==> src/rtl/pic_pkg.sv <==
package pic_pkg;
    localparam int PIC_LINES = 8;
    localparam int PIC_IDXW  = $clog2(PIC_LINES);
    localparam int PIC_DW    = 8;

    typedef enum logic [2:0] {
        ST_RAW,
        ST_BASE,
        ST_CASC,
        ST_MODE,
        ST_RUN
    } pic_phase_e;

    typedef struct packed {
        pic_phase_e              phase;
        logic                    want_casc;
        logic                    want_mode;
        logic                    level;
        logic                    auto_eoi;
        logic                    nested;
        logic                    sel_isr;
        logic [PIC_IDXW-1:0]     lowest;
        logic [PIC_DW-1:0]       base;
        logic [PIC_DW-1:0]       casc;
        logic [PIC_DW-1:0]       vec;
        logic [PIC_LINES-1:0]    imr;
        logic [PIC_LINES-1:0]    irr;
        logic [PIC_LINES-1:0]    isr;
        logic [PIC_LINES-1:0]    prev;
    } pic_state_t;
endpackage

==> src/rtl/pic_prio.sv <==
module pic_prio #(
    parameter int N = 8,
    localparam int W = $clog2(N)
) (
    input  logic [N-1:0] vec_i,
    input  logic [W-1:0] low_i,
    output logic         hit_o,
    output logic [W-1:0] idx_o
);
    logic [W-1:0] pos;

    // Scan from the lowest priority up to the highest, so the last match wins.
    always_comb begin
        hit_o = 1'b0;
        idx_o = low_i;
        pos   = low_i;
        for (int k = N; k >= 1; k--) begin
            pos = low_i + W'(k);
            if (vec_i[pos]) begin
                hit_o = 1'b1;
                idx_o = pos;
            end
        end
    end
endmodule

==> src/rtl/pic_irq_latch.sv <==
module pic_irq_latch #(
    parameter int N = 8
) (
    input  logic [N-1:0] lines_i,
    input  logic [N-1:0] prev_i,
    input  logic [N-1:0] irr_i,
    input  logic         level_i,
    input  logic [N-1:0] clr_i,
    output logic [N-1:0] irr_o
);
    for (genvar g = 0; g < N; g++) begin : g_line
        always_comb begin
            if (level_i) begin
                irr_o[g] = lines_i[g];
            end else begin
                irr_o[g] = (irr_i[g] | (lines_i[g] & ~prev_i[g])) & ~clr_i[g];
            end
        end
    end
endmodule

==> src/rtl/pic_ctrl.sv <==
module pic_ctrl
    import pic_pkg::*;
#(
    parameter int LINES = PIC_LINES,
    parameter int DW    = PIC_DW,
    localparam int IW   = $clog2(LINES)
) (
    input  logic          clk,
    input  logic          rst_n,
    input  logic          a0_i,
    input  logic          wr_i,
    input  logic [DW-1:0] wdata_i,
    output logic [DW-1:0] rdata_o,
    input  logic [LINES-1:0] lines_i,
    input  logic          ack_i,
    output logic          int_o,
    output logic [DW-1:0] vec_o,
    output logic [DW-1:0] casc_o
);
    pic_state_t s_q, s_d;

    logic [LINES-1:0] req;
    logic             req_hit, isr_hit;
    logic [IW-1:0]    req_idx, isr_idx;
    logic [IW-1:0]    req_rank, isr_rank;
    logic [LINES-1:0] ack_clr;
    logic [LINES-1:0] irr_next;
    logic             running;
    logic             ack_take;

    assign running = (s_q.phase == ST_RUN);
    assign req     = s_q.irr & ~s_q.imr;

    pic_prio #(.N(LINES)) u_req_prio (
        .vec_i (req),
        .low_i (s_q.lowest),
        .hit_o (req_hit),
        .idx_o (req_idx)
    );

    pic_prio #(.N(LINES)) u_isr_prio (
        .vec_i (s_q.isr),
        .low_i (s_q.lowest),
        .hit_o (isr_hit),
        .idx_o (isr_idx)
    );

    // Rank 0 is the highest priority.
    assign req_rank = req_idx - s_q.lowest - IW'(1);
    assign isr_rank = isr_idx - s_q.lowest - IW'(1);

    assign ack_take = ack_i && running && req_hit;
    always_comb begin
        ack_clr = '0;
        if (ack_take) ack_clr[req_idx] = 1'b1;
    end

    pic_irq_latch #(.N(LINES)) u_latch (
        .lines_i (lines_i),
        .prev_i  (s_q.prev),
        .irr_i   (s_q.irr),
        .level_i (s_q.level),
        .clr_i   (ack_clr),
        .irr_o   (irr_next)
    );

    always_comb begin
        s_d      = s_q;
        s_d.prev = lines_i;
        s_d.irr  = irr_next;

        if (wr_i) begin
            if (!a0_i && wdata_i[4]) begin
                s_d.phase     = ST_BASE;
                s_d.want_casc = ~wdata_i[1];
                s_d.want_mode = wdata_i[0];
                s_d.level     = wdata_i[3];
                s_d.auto_eoi  = 1'b0;
                s_d.nested    = 1'b0;
                s_d.sel_isr   = 1'b0;
                s_d.lowest    = IW'(LINES - 1);
                s_d.imr       = '0;
                s_d.isr       = '0;
                s_d.irr       = '0;
            end else if (a0_i) begin
                case (s_q.phase)
                    ST_BASE: begin
                        s_d.base  = wdata_i;
                        s_d.phase = s_q.want_casc ? ST_CASC :
                                    (s_q.want_mode ? ST_MODE : ST_RUN);
                    end
                    ST_CASC: begin
                        s_d.casc  = wdata_i;
                        s_d.phase = s_q.want_mode ? ST_MODE : ST_RUN;
                    end
                    ST_MODE: begin
                        s_d.auto_eoi = wdata_i[1];
                        s_d.nested   = wdata_i[4];
                        s_d.phase    = ST_RUN;
                    end
                    ST_RUN:  s_d.imr = wdata_i[LINES-1:0];
                    default: ;
                endcase
            end else if (running) begin
                if (!wdata_i[3]) begin
                    case (wdata_i[7:5])
                        3'b001: if (isr_hit) s_d.isr[isr_idx] = 1'b0;
                        3'b011: s_d.isr[wdata_i[IW-1:0]] = 1'b0;
                        3'b110: s_d.lowest = wdata_i[IW-1:0];
                        default: ;
                    endcase
                end else if (wdata_i[1]) begin
                    s_d.sel_isr = wdata_i[0];
                end
            end
        end

        if (ack_i && running) begin
            if (req_hit) begin
                s_d.vec = s_q.base + DW'(req_idx);
                if (!s_q.auto_eoi) s_d.isr[req_idx] = 1'b1;
            end else begin
                s_d.vec = s_q.base + DW'(LINES - 1);
            end
        end
    end

    always_ff @(posedge clk or negedge rst_n) begin
        if (!rst_n) begin
            s_q.phase     <= ST_RAW;
            s_q.want_casc <= 1'b0;
            s_q.want_mode <= 1'b0;
            s_q.level     <= 1'b0;
            s_q.auto_eoi  <= 1'b0;
            s_q.nested    <= 1'b0;
            s_q.sel_isr   <= 1'b0;
            s_q.lowest    <= IW'(LINES - 1);
            s_q.base      <= '0;
            s_q.casc      <= '0;
            s_q.vec       <= '0;
            s_q.imr       <= '1;
            s_q.irr       <= '0;
            s_q.isr       <= '0;
            s_q.prev      <= '0;
        end else begin
            s_q <= s_d;
        end
    end

    assign int_o   = running && req_hit &&
                     (!isr_hit || (req_rank < isr_rank) ||
                      (s_q.nested && (req_rank == isr_rank)));
    assign rdata_o = a0_i ? DW'(s_q.imr) : DW'(s_q.sel_isr ? s_q.isr : s_q.irr);
    assign vec_o   = s_q.vec;
    assign casc_o  = s_q.casc;

    // an unprogrammed controller keeps every line masked.
    p_raw_masked_r1: assert property (@(posedge clk) disable iff (!rst_n)
        (s_q.phase == ST_RAW) |-> (s_q.imr == '1));

    // a plain acknowledge adds exactly one in-service bit.
    p_ack_marks_r3: assert property (@(posedge clk) disable iff (!rst_n)
        (ack_take && !s_q.auto_eoi && !wr_i && !s_q.isr[req_idx]) |=>
        ($countones(s_q.isr) == $countones($past(s_q.isr)) + 1));

    // the interrupt output never reflects a masked-only request.
    p_mask_blocks_r4: assert property (@(posedge clk) disable iff (!rst_n)
        int_o |-> ((s_q.irr & ~s_q.imr) != '0));

    // auto end-of-interrupt leaves the in-service register alone.
    p_aeoi_isr_r6: assert property (@(posedge clk) disable iff (!rst_n)
        (ack_i && running && s_q.auto_eoi && !wr_i) |=> $stable(s_q.isr));

    // an acknowledge with nothing pending reports the last line.
    p_spurious_r10: assert property (@(posedge clk) disable iff (!rst_n)
        (ack_i && running && !req_hit && !wr_i) |=>
        ((vec_o == $past(s_q.base) + DW'(LINES - 1)) && $stable(s_q.isr)));
endmodule

==> config.mk <==
export PLATFORM = sky130hd
export DESIGN_NAME = pic_ctrl
export DESIGN_NICKNAME = d
export VERILOG_FILES = /design/src/rtl/pic_pkg.sv /design/src/rtl/pic_prio.sv /design/src/rtl/pic_irq_latch.sv /design/src/rtl/pic_ctrl.sv
export SDC_FILE = /design/constraint.sdc
export NUM_CORES = 1
export LEC_CHECK = 0
export BUFFER_PORTS_ARGS = -buffer_cell sky130_fd_sc_hd__buf_4
export CORE_ASPECT_RATIO = 0.9
export CORE_MARGIN = 4
export CORE_UTILIZATION = 55
export DETAILED_ROUTE_END_ITERATION = 10
export PLACE_DENSITY = 0.73
export SYNTH_ARGS = -nofsm -noshare
export SYNTH_HDL_FRONTEND = slang
export SYNTH_SLANG_ARGS = --single-unit
==> constraint.sdc <==
create_clock -name clk -period 7.71 [get_ports clk]
set_clock_uncertainty 0.2 [all_clocks]
set_input_delay 1.1565 -clock clk [delete_from_list [all_inputs] [get_ports clk]]
set_output_delay 1.1565 -clock clk [all_outputs]
set_load 0.005 [all_outputs]
==> out/metrics.cfg <==
[clock_tree]
clock_sinks = 68
clk_pin_slew_ns = 0.06
clk_latency_ns = 0.34
htree_levels = 3
postCtsSetupBuffers = 0
cts_tree = yes
clockRootBuffer = clkbuf_16
clockBufferDepth = 2
postCtsResizedCells = 0
cts_inserted_buffers = 9
hold_buffers = 0

[yosys]
ys_seq_elements = 68
netlist_instances = 647
synth.area.mux_share_pct = 17.96
netlist_area_mm2 = 0.005804
synth_xor_area_share_pct = 2.673
yosysTopAreaCell = dfrtp_1
synth_top_area_share_pct = 24.57
synth_edf_count = 0
yosysWarnings = 0
ys_async_sr_fraction_pct = 100.0
synth_seq_area_share_pct = 29.55
synth_ff_type = dfrtp_1
synthDistinctLibCells = 81
synthesis.nets = 681
synthAdderAreaFrac_pct = 3.190
syn_area_per_cell_um2 = 8.971
synth_top_family_by_area = simple AND/OR/NAND/NOR gates
synth_compound_area_share_pct = 19.36
netlist_top_cells_area = dfrtp_1 25%, mux4_2 8.5%, nand2_1 5.4%, mux2_2 5.0%, dfstp_2 5.0%
synth-simple-area-share_pct = 19.64

[timing]
period_minus_slack_ns = 6.987
max_freq_mhz = 143.1
relSlewSlack_pct = 29.72
slew_viol_final = 0
setup_viol = 0
rsz0062_at_grt = false
tightestPinTransition_ns = 1.046
tns_ns = 0
hold_viol = 0
final.period_utilization_pct = 90.62

[global_route]
grt_antenna_before_repair = 0
grt_pass1_vias = 4991
grt_pass1_wl_mm = 26.39
grt_max_degree = 69
gr-usage-all-layers_pct = 27.47
overflow = 0

[critical_path]
slowest_delay_ns = 0.63
critPathTopFamily = adder cells
cp_data_required_time_ns = 6.35
cp.arrival_ns = 5.63
cp_cell_sequence = buf_4 > ha_1 > xor2_2 > mux4_2 > or3_1 > mux2_2 > nand2_1 > buf_4 > inv_2 > ha_1 > inv_1 > fa_1 > inv_1 > ha_1 > nor2b_1 > o21a_1 > o21ai_0 > o21ai_0 > nor2_1 > buf_4
critical_path.slowest_cell = mux4_2
cp_max_fo = 44
cp-start-kind = flip-flop
path_buf_inv = 6
crit_type = flip-flop to primary output
endpoint_kind = primary output

[floorplanning]
die_area_mm2 = 0.01226
die_x_um = 116.3
coreArea_mm2 = 0.01029
fp-row-count = 35
io_pins = 46
start_util_pct = 56.40
die_y_um = 105.5

[run_status]
outcome = complete, no violations

[routing]
route.detailed.drc = 0
dr_total_vias = 5180
ant_nets = 0
detail_route.wl_per_cell_um = 20.89
routed_wl_mm = 16.31
first_pass_iters = 5
drt-initial-drc-count = 530
vias_per_cell = 6.633

[place]
hpwl_mm = 11.82
place.port_buffers = 45
gp_congestion = 0.9321

[final_layout]
fin_nets = 681
drive_above_1_share_pct = 22.55
syn2layout_area_growth_pct = 9.312
n_antenna_cell = 0
n_fill_cell = 870

[pwr]
powerDensity_mw_per_mm2 = 419.6
power.leakage_nw = 2.717
p_total_w = 0.002663
peakVddDrop_mv = 0.2673

[run]
maxCapViolCount = 0

[hold_path]
hp-class = flip-flop to flip-flop

==> report_power, final <==
part / total [W] / switching, W / internal, W
combinational: 0.00156 / 0.000848 / 0.000707
sequential: 0.000653 / 0.000169 / 0.000484
clock: 0.000454 / 0.000160 / 0.000294
total: 0.00266 / 0.00118 / 0.00149
==> cell usage after synthesis (4+ instances only) <==
cell type / n
ha_1: 10
a31oi_1: 4
or3_1: 5
mux2_2: 26
dfrtp_1: 57
a21oi_1: 31
a22oi_1: 5
o311ai_0: 4
clkbuf_1: 29
and2_1: 5
mux4_2: 22
nand2b_1: 14
nand3b_1: 9
or3b_4: 4
inv_1: 22
nand2_1: 84
buf_4: 22
mux2i_1: 24
nor2_1: 23
nor2b_1: 14
xnor2_1: 8
and3_1: 7
nor4_1: 5
o41ai_1: 6
a32o_1: 4
o21ai_0: 49
buf_2: 8
nor3_1: 16
o211ai_1: 11
xor2_1: 6
a22o_1: 5
dfstp_2: 11
nand3_1: 19
==> state kept, by name, indices dropped and copies added, names as in the netlist <==
name    cells
s_q        52
casc_o      8
vec_o       8
==> worst min-delay path, stage by stage (launching register included) <==
cell and delay (ns):
dfrtp_1 0.34, nand2_1 0.04, o21ai_0 0.06
==> worst paths after layout <==
kind	cells past startpoint	startpoint	end	slack, ns
max	20	s_q[56]	int_o	0.72
min	2	vec_o[3]	vec_o[3]	0.28
max reg2reg	16	s_q[56]	vec_o[7]	2.54
min reg2reg	2	vec_o[3]	vec_o[3]	0.28
max in group asynchronous	1	rst_n	s_q[17]	6.04
min in group asynchronous	1	rst_n	vec_o[5]	0.72
==> cell families (layout without fill, tap and decap cells) <==
logic type                 count (synthesis)  after routing
and+or+nand+nor                          223            223
AOI/OAI and AO/OA                        166            166
buffers and inverters                     88             93
muxes                                     73             73
DFF                                       68             68
xor gates and xnor gates                  16             16
adders and majority gates                 13             13
==> placed cells by master (no fill, tap or decap), types with 4 or more instances in the layout <==
cell and n:
o311ai_0 4, or3b_4 4, inv_1 22, a21oi_1 31
ha_1 10, mux2_2 26, or3_1 5, buf_4 52
nor3_1 16, xnor2_1 8, a22o_1 5, o211ai_1 11
xor2_1 6, nand3b_1 9, dfstp_2 11, a31oi_1 4
o21ai_0 49, nor2_1 23, nor2b_1 14, mux4_2 22
o41ai_1 6, a32o_1 4, nand3_1 19, a22oi_1 5
dfrtp_1 57, and3_1 7, nand2_1 84, nor4_1 5
mux2i_1 24, clkbuf_16 9, and2_1 5, nand2b_1 14
==> routing by layer <==
layer	share of wire [%]	vias to the layer above	track usage, %
met5	0	-	0
met4	1.3	0	7.374
met3	9.5	33	5.683
met2	46	280	41.01
met1	43	2496	40.45
li1	-	2371	-
==> stage by stage <==
step	hold slack [ns]	utilization (%)	cells	cell area, um2	setup WS (ns)
floorplan	0.2469	-	647	5804	1.613
global placement	0.2594	58.42	765	6012	1.212
detailed placement	0.2750	58.42	765	6012	1.090
CTS	0.2883	61.65	781	6345	0.7339
global route	0.3080	61.65	781	6345	0.3664
finish	0.2784	61.65	781	6345	0.7231
==> layout make-up <==
type                       instances  area, um2  area share (%)
clock buffer                      10      239.0           3.767
clock inverter                     6      93.84           1.479
inverter                          25      98.84           1.558
multi-input combinational        491       3646           57.46
sequential                        68       1715           27.04
tap                              129      161.4           2.544
timing repair buffer              52      390.4           6.153
(Power assumes the default switching activity.)
